<file path="src/rtl/ifx_pkg.sv">
// Shared types for the instruction-side exception detector.
// Assumes a 2-bit fetch path code and a 3-bit one-hot request vector.
package ifx_pkg;
    typedef enum logic [1:0] {
        PATH_PERIPH = 2'd0,
        PATH_CACHE  = 2'd1,
        PATH_LOCAL  = 2'd2,
        PATH_NONE   = 2'd3
    } fetch_path_e;

    localparam int EXC_W    = 3;
    localparam int EXC_BUS  = 0;
    localparam int EXC_ILL  = 1;
    localparam int EXC_PRIV = 2;

    typedef logic [EXC_W-1:0] exc_vec_t;
endpackage

</file>
<file path="src/rtl/ifx_opcode_chk.sv">
// Major-opcode legality and privilege decode (combinational).
// Assumes the major opcode occupies the top OPC_W bits of the word.
// A per-opcode legality vector is built from the base and optional masks.
module ifx_opcode_chk #(
    parameter int                      INSTR_W      = 32,
    parameter int                      OPC_W        = 6,
    parameter logic [(2**OPC_W)-1:0]   BASE_LEGAL   = '0,
    parameter logic [(2**OPC_W)-1:0]   OPT_MASK     = '0,
    parameter logic [(2**OPC_W)-1:0]   PRIV_MASK    = '0,
    parameter bit                      ZERO_ILLEGAL = 1'b1
) (
    input  logic [INSTR_W-1:0]         instr,
    input  logic [(2**OPC_W)-1:0]      opt_en,
    output logic                       illegal,
    output logic                       priv_hit
);
    localparam int NUM_OPC = 2**OPC_W;

    logic [NUM_OPC-1:0] legal_vec;
    logic [OPC_W-1:0]   opc;
    logic               zero_word;

    assign opc = instr[INSTR_W-1 -: OPC_W];

    // One legality bit per opcode: base set, or an optional opcode that is enabled
    for (genvar g = 0; g < NUM_OPC; g++) begin : g_legal
        assign legal_vec[g] = BASE_LEGAL[g] | (OPT_MASK[g] & opt_en[g]);
    end

    // Recognize the all-zero word when that check is configured
    always_comb begin
        zero_word = ZERO_ILLEGAL && (instr == '0);
    end

    // Final illegal and privileged flags for the current opcode
    always_comb begin
        illegal  = !legal_vec[opc] || zero_word;
        priv_hit = PRIV_MASK[opc];
    end
endmodule

</file>
<file path="src/rtl/ifx_bus_filter.sv">
// Decides whether a fetch response is an instruction bus exception.
// Assumes one fetch path code per instruction. Error inputs that do not
// belong to the selected path are ignored.
module ifx_bus_filter
    import ifx_pkg::*;
#(
    parameter bit ALWAYS_CACHE = 1'b1,
    parameter bit CE_TRAP      = 1'b0
) (
    input  logic [1:0] path,
    input  logic       fetch_err,
    input  logic       ecc_ue,
    input  logic       ecc_ce,
    input  logic       cache_on,
    input  logic       cache_inh,
    output logic       bus_exc
);
    fetch_path_e path_e;
    logic        cache_bypassed;

    assign path_e = fetch_path_e'(path);

    // The cache port reports errors only when the cache is not serving the access
    always_comb begin
        cache_bypassed = cache_inh || (ALWAYS_CACHE && !cache_on);
    end

    // Select the error condition that applies to the active path
    always_comb begin
        case (path_e)
            PATH_PERIPH: bus_exc = fetch_err;
            PATH_CACHE:  bus_exc = fetch_err && cache_bypassed;
            PATH_LOCAL:  bus_exc = ecc_ue || (CE_TRAP && ecc_ce);
            default:     bus_exc = 1'b0;
        endcase
    end
endmodule

</file>
<file path="src/rtl/ifx_req_reg.sv">
// Prioritizes the raw faults, registers the one-hot request and keeps the
// fault-tolerant halt latch. Assumes the caller supplies decoded faults for
// the instruction in the same cycle as valid.
module ifx_req_reg
    import ifx_pkg::*;
#(
    parameter bit FAULT_TOL = 1'b1
) (
    input  logic     clk,
    input  logic     rst_n,
    input  logic     valid,
    input  logic     bus_exc,
    input  logic     illegal,
    input  logic     priv_hit,
    input  logic     user_mode,
    input  logic     in_prog,
    input  logic     exc_en,
    output exc_vec_t exc_req,
    output logic     halt
);
    exc_vec_t nxt_req;
    exc_vec_t req_q;
    logic     halt_q;
    logic     freeze;

    // Priority encode: bus error, then illegal opcode, then privileged
    always_comb begin
        nxt_req = '0;
        if (bus_exc)
            nxt_req[EXC_BUS] = 1'b1;
        else if (illegal)
            nxt_req[EXC_ILL] = 1'b1;
        else if (priv_hit && user_mode)
            nxt_req[EXC_PRIV] = 1'b1;
    end

    // A second hard fault inside a handler with exceptions off halts the pipeline
    always_comb begin
        freeze = FAULT_TOL && valid && !halt_q && in_prog && !exc_en
                 && (bus_exc || illegal);
    end

    // Register the request for one cycle and hold the sticky halt
    always_ff @(posedge clk) begin
        if (!rst_n) begin
            req_q  <= '0;
            halt_q <= 1'b0;
        end else begin
            halt_q <= halt_q | freeze;
            req_q  <= (valid && !halt_q && !freeze) ? nxt_req : '0;
        end
    end

    assign exc_req = req_q;
    assign halt    = halt_q;

    p_onehot_r9: assert property (@(posedge clk) disable iff (!rst_n)
        $onehot0(exc_req));

    p_halt_sticky_r11: assert property (@(posedge clk) disable iff (!rst_n)
        halt |=> halt);

    p_quiet_halted_r12: assert property (@(posedge clk) disable iff (!rst_n)
        halt |=> (exc_req == '0));

    p_needs_valid_r10: assert property (@(posedge clk) disable iff (!rst_n)
        !valid |=> (exc_req == '0));
endmodule

</file>
<file path="src/rtl/ifetch_exc_detect.sv">
// Top of the instruction-side exception detector. It joins the opcode
// checker, the fetch error filter and the request register. It assumes a
// 32-bit word with a 6-bit major opcode and a synchronous active-low reset.
module ifetch_exc_detect
    import ifx_pkg::*;
#(
    parameter int            INSTR_W      = 32,
    parameter int            OPC_W        = 6,
    parameter logic [63:0]   BASE_LEGAL   = 64'h0000_FFFF_FFFF_FFFF,
    parameter logic [63:0]   OPT_MASK     = 64'h00FF_0000_0000_0000,
    parameter logic [63:0]   PRIV_MASK    = 64'h0000_3000_0000_0000,
    parameter bit            ZERO_ILLEGAL = 1'b1,
    parameter bit            ALWAYS_CACHE = 1'b1,
    parameter bit            CE_TRAP      = 1'b0,
    parameter bit            FAULT_TOL    = 1'b1
) (
    input  logic                 clk,
    input  logic                 rst_n,
    input  logic                 in_valid,
    input  logic [INSTR_W-1:0]   instr_word,
    input  logic [1:0]           fetch_path,
    input  logic                 fetch_err,
    input  logic                 ecc_uncorr,
    input  logic                 ecc_corr,
    input  logic                 cache_enabled,
    input  logic                 cache_inhibit,
    input  logic                 user_mode,
    input  logic [(2**OPC_W)-1:0] opt_enable,
    input  logic                 exc_in_progress,
    input  logic                 exc_enable,
    output logic [EXC_W-1:0]     exc_req,
    output logic                 halt_err
);
    localparam int NUM_OPC = 2**OPC_W;

    logic illegal_w;
    logic priv_w;
    logic bus_w;

    ifx_opcode_chk #(
        .INSTR_W      (INSTR_W),
        .OPC_W        (OPC_W),
        .BASE_LEGAL   (BASE_LEGAL[NUM_OPC-1:0]),
        .OPT_MASK     (OPT_MASK[NUM_OPC-1:0]),
        .PRIV_MASK    (PRIV_MASK[NUM_OPC-1:0]),
        .ZERO_ILLEGAL (ZERO_ILLEGAL)
    ) opc_i (
        .instr    (instr_word),
        .opt_en   (opt_enable),
        .illegal  (illegal_w),
        .priv_hit (priv_w)
    );

    ifx_bus_filter #(
        .ALWAYS_CACHE (ALWAYS_CACHE),
        .CE_TRAP      (CE_TRAP)
    ) bus_i (
        .path      (fetch_path),
        .fetch_err (fetch_err),
        .ecc_ue    (ecc_uncorr),
        .ecc_ce    (ecc_corr),
        .cache_on  (cache_enabled),
        .cache_inh (cache_inhibit),
        .bus_exc   (bus_w)
    );

    ifx_req_reg #(
        .FAULT_TOL (FAULT_TOL)
    ) req_i (
        .clk       (clk),
        .rst_n     (rst_n),
        .valid     (in_valid),
        .bus_exc   (bus_w),
        .illegal   (illegal_w),
        .priv_hit  (priv_w),
        .user_mode (user_mode),
        .in_prog   (exc_in_progress),
        .exc_en    (exc_enable),
        .exc_req   (exc_req),
        .halt      (halt_err)
    );

    p_periph_err_r5: assert property (@(posedge clk) disable iff (!rst_n)
        (in_valid && fetch_path == PATH_PERIPH && fetch_err && !halt_err
         && !(exc_in_progress && !exc_enable)) |=> exc_req[EXC_BUS]);

    p_cache_absorbed_r6: assert property (@(posedge clk) disable iff (!rst_n)
        (fetch_path == PATH_CACHE && cache_enabled && !cache_inhibit)
        |=> !exc_req[EXC_BUS]);

    p_zero_word_r4: assert property (@(posedge clk) disable iff (!rst_n)
        (ZERO_ILLEGAL && in_valid && instr_word == '0 && !halt_err
         && !(exc_in_progress && !exc_enable))
        |=> (exc_req[EXC_ILL] || exc_req[EXC_BUS]));
endmodule

</file>
<file path="config.mk">
export PLATFORM = sky130hd
export DESIGN_NAME = ifetch_exc_detect
export DESIGN_NICKNAME = d
export VERILOG_FILES = /design/src/rtl/ifx_pkg.sv /design/src/rtl/ifx_opcode_chk.sv /design/src/rtl/ifx_bus_filter.sv /design/src/rtl/ifx_req_reg.sv /design/src/rtl/ifetch_exc_detect.sv
export SDC_FILE = /design/constraint.sdc
export NUM_CORES = 1
export LEC_CHECK = 0
export BUFFER_PORTS_ARGS = -buffer_cell sky130_fd_sc_hd__buf_2
export CORE_MARGIN = 1
export CORE_UTILIZATION = 21
export CTS_BUF_LIST = sky130_fd_sc_hd__clkbuf_8
export DETAILED_ROUTE_END_ITERATION = 6
export GPL_ROUTABILITY_DRIVEN = 0
export PLACE_DENSITY = 0.89
export SYNTH_ARGS = -nofsm -noshare
export SYNTH_HDL_FRONTEND = slang
export SYNTH_SLANG_ARGS = --single-unit
</file>
<file path="constraint.sdc">
create_clock -name clk -period 1.9 [get_ports clk]
set_input_delay 0.19 -clock clk [delete_from_list [all_inputs] [get_ports clk]]
set_output_delay 0.19 -clock clk [all_outputs]
set_load 0.02 [all_outputs]
</file>
# Word level (Yosys, flattened, before mapping)
# Memory sizes are Yosys's and may differ from the RTL's.
# Index checks and enable logic that the tools add are counted.
# word_totals
rom_bits	64
out_inout_bits	4
wordCells	38
n_memories	1
in_bits	109
ff_bits	4
# classes
eq_ne	2
n_mux	7
reduce_logical	20
order_cmp	1
bitwise	3
# memory_table
name	depth	width	rd	rd_ports_with_merged_regs	wr	line_no	rtl
(name not given)	64	1	1	0	0	ifx_opcode_chk.sv:38	priv_hit = PRIV_MASK[opc];
# ops
cell	n
$logic_not 32->1	1
$logic_and 1x1->1	7
$lt 6x7->1 const B	1
$bmux 1 s6	1
$logic_not 1->1	5
$mux 1	5
$reduce_or 4->1	1
$logic_or 1x1->1	3
$pmux 1 s3	1
$reduce_or 3->1	1
$eq 2x1->1 const B	1
$eq 2x2->1 const B	1
$logic_not 2->1	1
$not 1->1	2
$reduce_and 2->1	1
$or 1x1->1	1

# Depth between registers and ports, before layout
# Gate-level depths: netlist (run 1).
# logic_depth
depth_word	10
mapped_depth	5
mapped_depth_nobuf	4

# Cells and area by module
# A second synthesis (run 1) with hierarchy kept.
# hier_totals
hier_cells	34
hier_area_um2	319.1
# by_module_without_submodules
mod	cells_each	area_per_inst_um2	instances	seq_area_each_um2
ifx_opcode_chk	17	147.6	1	0.0
ifx_req_reg	13	142.6	1	80.1
ifx_bus_filter	4	28.8	1	0.0

# Worst setup path before layout (run 1)
# OpenSTA, ideal clock, no wires.
# synth_timing
path_type	reg2reg
startpoint	register req_i.halt_q, in the netlist req_i.halt
endpoint	register req_i.req_q[2], in the netlist req_i.exc_req[2]
setup_time_ps	61
setup_slack_ps	733
arrival_ps	1106
n_path_buf	0
synth_period_minus_slack_ps	1167
stages_incl_launch_ff	5
cell_sequence	dfxtp_1 nand3b_1 nor4_1 nand3_1 and4b_1
# synth_between
elab_chain_cells	9
# synth_lines
item	line_no	rtl
start: declaration	ifx_req_reg.sv:23	logic halt_q;
start signal: assignment	ifx_req_reg.sv:49	halt_q <= halt_q | freeze;
$logic_not 1->1 *	ifx_req_reg.sv:39, ifx_req_reg.sv:50	
$logic_and 1x1->1 *	ifx_req_reg.sv:39, ifx_req_reg.sv:50	
$logic_and 1x1->1 (2 in a row)	ifx_req_reg.sv:39	freeze = FAULT_TOL && valid && !halt_q && in_prog && !exc_en
$logic_and 1x1->1	ifx_req_reg.sv:40	&& (bus_exc || illegal);
$logic_not 1->1	ifx_req_reg.sv:50	req_q <= (valid && !halt_q && !freeze) ? nxt_req : '0;
$logic_and 1x1->1 *	ifx_req_reg.sv:50	
$not 1->1 (no source line) *	--	
$reduce_or 4->1 (no source line) *	--	
end signal: assignment	ifx_req_reg.sv:50	
end: declaration	ifx_req_reg.sv:22	exc_vec_t req_q;
# Every way passes the cells marked *; elsewhere a longest branch is shown, timed or not.
# A chain may end at the register's enable or synchronous reset.

# Worst setup path after layout (run 1)
# Same ends and word-level chain as after synthesis.

==> results.json, run 1 <==
{
  "outcome": "complete, no violations",
  "fmax_ghz": 0.849,
  "cpPeakStageDelay_ns": 0.32,
  "finClkSkew_ns": 0.00149,
  "fin_area_um2": 729,
  "hold_depth": 3,
  "h-tree-depth": 1,
  "p_leak_uw": 0.000362,
  "drtPass1Iterations": 2,
  "cts_tree": "yes",
  "rsz0062_at_grt": "no",
  "final_layout_size_suffix_gt1_share_pct": 60.6,
  "path_cells": "nand3b_1 -> nor4_1 -> nand3_1 -> and4b_1",
  "place_area_um2": 688,
  "viasPerCell": 4.62,
  "setup_viol": 0,
  "slew_viol_final": 0,
  "grt_max_degree": 7,
  "finalSetupTns_ns": 0,
  "grt_pass1_vias": 578,
  "synth_top_cell_by_area": "dfxtp_1",
  "cp-start-kind": "register",
  "async_reset_ff_share_pct": 0,
  "ant_nets": 0,
  "finalNonFillerCells": 129,
  "worstPathRequired_ns": 2.05,
  "die_w_um": 45.3,
  "rows": 15,
  "drt-wirelength-per-cell_um": 11.2,
  "min_period_over_period_pct": 62.0,
  "core_um2": 1750,
  "ys_types": 21,
  "synthCells": 47,
  "synth_ff_type": "dfxtp_1",
  "synth.area.top_cells": "dfxtp_1, mux2i_1, nor4_1",
  "dp_hpwl_um": 1310,
  "insertion_delay_ns": 0.21,
  "dp_cells": 126,
  "synth-edff-count": 0,
  "min_path_type": "in -> reg",
  "vias": 596,
  "clk_path_buf_depth": 2,
  "yosysMostFrequentCell": "nor4_1",
  "antenna_found_initial": 0,
  "ys_warn_count": 0,
  "grtUsageTotal_pct": 15.0,
  "synth_common_cells": "nor4_1, mux2i_1, dfxtp_1, nand2_1",
  "cts_setup_buffers": 0,
  "rr_worst_depth": 4,
  "crit_slowest_cell": "dfxtp_1",
  "cts_resized": 0,
  "path_buf_inv": 0,
  "grt_pass1_wl_um": 2170,
  "fin_util_pct": 41.8,
  "path_depth": 4,
  "ir_worst_vdd_v": 0.000153,
  "overflow": 0,
  "hold_viol": 0,
  "tightest_slew_ns": 0.275,
  "syn_area_per_cell_um2": 8.36,
  "initial_core_util_pct": 22.5,
  "worst-path-max-fanout": 4,
  "antennaDiodeCount": 0,
  "drt_iter0_drc": 8,
  "ys_seq_elements": 4,
  "port_buffers": 55,
  "critPathTopFamily": "simple AND/OR/NAND/NOR gates",
  "fp.dieArea_um2": 2050,
  "layout-area-overhead-vs-synth_pct": 85.7,
  "fin_crit_ns": 1.18,
  "mappedNetlistArea_um2": 393,
  "io_pins": 113,
  "relSlewSlack_pct": 81.5,
  "end_kind": "register",
  "synth_nets": 156,
  "yosysTopAreaCellShare_pct": 20.4,
  "crit_arrival_ns": 1.33,
  "hold_slack_ns": 0.295,
  "routed_wl_um": 1440,
  "path_clk_slew_ns": 0.03,
  "root_buffer": "clkbuf_8",
  "die_h_um": 45.3,
  "drc": 0,
  "hold_buffers": 0,
  "cap_violations": 0,
  "numCtsBuffers": 3,
  "power_density_nw_per_um2": 496,
  "worstSetupPathType": "reg -> reg",
  "ys_seq_area_share_pct": 20.4,
  "cts_sinks": 4,
  "nets": 215
}
[layout make-up]
class | count | area, um^2
clock buffer | 3 | 41.3
fill | 191 | 1020
inverter | 2 | 7.51
tap | 25 | 31.3
multi-input combinational | 40 | 294
sequential | 4 | 80.1
timing repair buffer | 55 | 275
[power by group]
part | internal (uW) | total (uW) | switching [uW]
registers | 86.6 | 87.5 | 0.807
clock network | 135 | 176 | 41.0
logic | 56.0 | 98.7 | 42.7
total | 277 | 362 | 84.5
[flip-flops by register name, summed over array words and instances (netlist names)]
name           count
req_i.exc_req      3
req_i.halt         1
[logic make-up after synthesis]
| family | after synthesis | share of synthesized area [%] |
|---|---|---|
| and+or+nand+nor | 30 | 48.4 |
| AOI/OAI and AO/OA | 5 | 13.7 |
| muxes | 5 | 12.7 |
| DFF | 4 | 20.4 |
| buffers and inverters | 3 | 4.78 |
[through the flow]
stage / setup slack (ns) / total power, uW
floorplan: 0.733 / 125
global placement: 0.597 / 182
finish: 0.722 / 362
CTS: 0.713 / 369
global route: 0.644 / 387
detailed placement: 0.548 / 188
[cell usage in the layout (no fill, tap or decap), types with 2 or more instances in the layout]
cell type,count
nand3_1,3
clkbuf_8,3
nor2b_1,2
inv_1,2
dfxtp_1,4
nor4_1,7
buf_2,55
nand2_1,4
nor4_2,2
and2_1,2
nand4_1,2
nand3b_1,3
nor2_1,2
mux2i_1,5
[worst reg2reg max path: cells and delay by family, from the launching register on]
kind          cells  cell delay [ns]
flops             1             0.32
simple gates      4             0.80
[path summary, 6_finish.rpt]
| path | startpoint | end | slack (ns) |
|---|---|---|---|
| max | req_i.halt$_SDFF_PN0_ | req_i.exc_req[2]$_SDFF_PP0_ | 0.72 |
| min | rst_n | req_i.halt$_SDFF_PN0_ | 0.29 |
| max reg2reg | req_i.halt$_SDFF_PN0_ | req_i.exc_req[2]$_SDFF_PP0_ | 0.72 |
| min reg2reg | req_i.halt$_SDFF_PN0_ | req_i.halt$_SDFF_PN0_ | 0.52 |
[per-layer routing]
layer	GRT usage [%]	up-vias	part of all wire [%]
met2	31.3	36	53
met5	0	-	0
met1	13.7	254	37
li1	-	304	-
met3	2.40	2	9.3
met4	6.67	0	1.1
(Power assumes the default switching activity.)
==> inputs of run 2 (changes only) <==
Settings changed: CORE_UTILIZATION 21 to 18, PLACE_DENSITY 0.89 to 0.81.
Clock period 1.9 ns to 1.07 ns, I/O delays scaled along.
==> run 2 against run 1 <==
  * The run now ends with negative setup slack left
  * Sequential share of layout area is 1.1 points lower
  * Design area is 13% higher
  * Fmax grew 9.4%
  * Register-to-register slack got worse by 0.73 ns
  * Global-route usage shrank 2.3 points
  * Wire length rose by 2.6%
  * Flip-flop and latch count stayed put
  * Sequential power increased by 77%
  * Via count grew 4.9%
  * Total power up 88%
  * Clock skew down 0.0014 ns
  * Largest power group unchanged
  * Highest routed layer unchanged
==> results.json, run 2 (synthesis gave the netlist of run 1 again) <==
{
  "hold_buffers": 0,
  "cp-start-kind": "register",
  "fillers": 224,
  "outcome": "finished with violations",
  "fin_crit_ns": 1.08,
  "hold_viol": 0,
  "final_cell_mix": "buf_2, buf_4, nor4_2",
  "crit_start": "req_i.halt$_SDFF_PN0_",
  "insertion_delay_ns": 0.22,
  "fp.dieArea_um2": 2370,
  "h-tree-depth": 1,
  "violations": "negative setup slack",
  "root_buffer": "clkbuf_8",
  "wl_met3_um": 170,
  "grt_max_degree": 7,
  "combPwrFrac_pct": 30.3,
  "port_buffers": 55,
  "cts_setup_buffers": 0,
  "hp-start": "rst_n",
  "fin_util_pct": 41.0,
  "layout-area-overhead-vs-synth_pct": 109,
  "viasPerCell": 4.50,
  "place_area_um2": 752,
  "finClkSkew_ns": 0.0000679,
  "reg2reg_to": "req_i.exc_req[2]$_SDFF_PP0_",
  "grt_pass1_vias": 630,
  "die_h_um": 48.7,
  "antenna_found_initial": 0,
  "core_um2": 2000,
  "wl_met1_um": 529,
  "min_to": "req_i.halt$_SDFF_PN0_",
  "final_layout_size_suffix_gt1_share_pct": 68.8,
  "switchingPower_uw": 167,
  "r2r_slack_ns": -0.007,
  "clk_path_buf_depth": 2,
  "ant_nets": 0,
  "worstPathRequired_ns": 1.23,
  "setup_ws_ns": -0.00704,
  "grtUsageTotal_pct": 12.8,
  "overflow": 0,
  "ir_worst_vdd_v": 0.000408,
  "r2r-start": "req_i.halt$_SDFF_PN0_",
  "fmax_ghz": 0.928,
  "nets": 223,
  "worstSetupPathType": "reg -> reg",
  "antennaDiodeCount": 0,
  "setup_viol": 1,
  "largest_reg_flops": 3,
  "drc": 0,
  "drt-wirelength-per-cell_um": 10.6,
  "path_clk_slew_ns": 0.03,
  "hold_depth": 3,
  "p_leak_uw": 0.000402,
  "initial_core_util_pct": 19.6,
  "vias": 625,
  "rsz0062_at_grt": "yes",
  "routed_wl_um": 1480,
  "worst-path-max-fanout": 2,
  "end_kind": "register",
  "rows": 16,
  "route.met2.wl_um": 773,
  "cts_tree": "yes",
  "dp_hpwl_um": 1320,
  "drt_iter0_drc": 3,
  "die_w_um": 48.7,
  "numCtsBuffers": 3,
  "grt_pass1_wl_um": 2340,
  "drtPass1Iterations": 2,
  "cts_sinks": 4,
  "fin_area_um2": 821,
  "slew_viol_final": 0,
  "cap_violations": 0,
  "seqPwrFrac_pct": 22.7,
  "rr_worst_depth": 4,
  "dp_worst_setup_slack_ns": -0.197,
  "min_period_over_period_pct": 101,
  "io_pins": 113,
  "highest_layer": "met4",
  "p_sw_share_pct": 24.5,
  "clkPwrFrac_pct": 46.9,
  "power.internal_uw": 515,
  "layout_commonest_cell": "buf_2",
  "relSlewSlack_pct": 83.7,
  "power_density_nw_per_um2": 831,
  "min_path_type": "in -> reg",
  "crit_arrival_ns": 1.23,
  "tightest_slew_ns": 0.242
}
==> run 2: changes by cell type in the layout (fill, tap and decap cells not counted) <==
cell     delta
buf_4       +8
dfxtp_1     -1
dfxtp_2     +1
nor2_1      -1
nor2_2      +1
nor4_1      -4
nor4_2      +4
==> run 2: critical path, cell delays in order, from the launching register on <==
cell and delay, ns:
dfxtp_2 0.30, nand3b_1 0.20, nor4_2 0.16, nand3_1 0.11, and4b_1 0.25
==> run 2: through the flow <==
stage	hold slack [ns]	total power [uW]	instances	setup TNS (ns)
2_1_floorplan	0.263	222	47	-0.0525
3_3_place_gp	0.393	347	136	-0.271
3_5_place_dp	0.390	357	136	-0.463
4_1_cts	0.166	683	139	-0.0295
5_1_grt	0.169	721	139	-0.0510
6_report	0.164	682	139	-0.00704
==> run 2: area by class of cell <==
| type | instances | area [um^2] | share of cell area (%) |
|---|---|---|---|
| Timing Repair Buffer | 63 | 335 | 40.9 |
| Clock buffer | 3 | 41.3 | 5.03 |
| Inverter | 2 | 7.51 | 0.915 |
| Sequential cell | 4 | 81.3 | 9.91 |
| Multi-Input combinational cell | 40 | 322 | 39.2 |
| Tap cell | 27 | 33.8 | 4.12 |
==> run 2: what timing repair did <==
action                     in CTS  in global routing
resized for setup               0                  5
pin swaps                       1                  1
setup endpoints to repair       1                  3
hold endpoints to repair        0                  0
gates cloned                    0                  0
==> run 2: worst max path at each step <==
stage | endpoint | slack, ns
after floorplan | req_i.exc_req[2]$_SDFF_PP0_ | -0.05
after global placement | req_i.exc_req[2]$_SDFF_PP0_ | -0.12
after detailed placement | req_i.exc_req[2]$_SDFF_PP0_ | -0.20
after CTS | req_i.exc_req[2]$_SDFF_PP0_ | -0.03
after global routing | req_i.exc_req[2]$_SDFF_PP0_ | -0.05
final | req_i.exc_req[2]$_SDFF_PP0_ | -0.007
==> run 2: routing by layer <==
metal | up-vias | GRT usage, %
li1 | 316 | -
met3 | 2 | 6.29
met2 | 37 | 25.7
met5 | - | 0
met1 | 270 | 10.6
met4 | 0 | 3.92
==> run 2: power groups by stage <==
stage | sequential, uW | combinational (uW) | clock [uW]
after floorplan | 162 | 59.3 | 0
after global placement | 157 | 190 | 0
after detailed placement | 157 | 200 | 0
after CTS | 155 | 200 | 328
after global routing | 155 | 227 | 339
final | 155 | 207 | 320
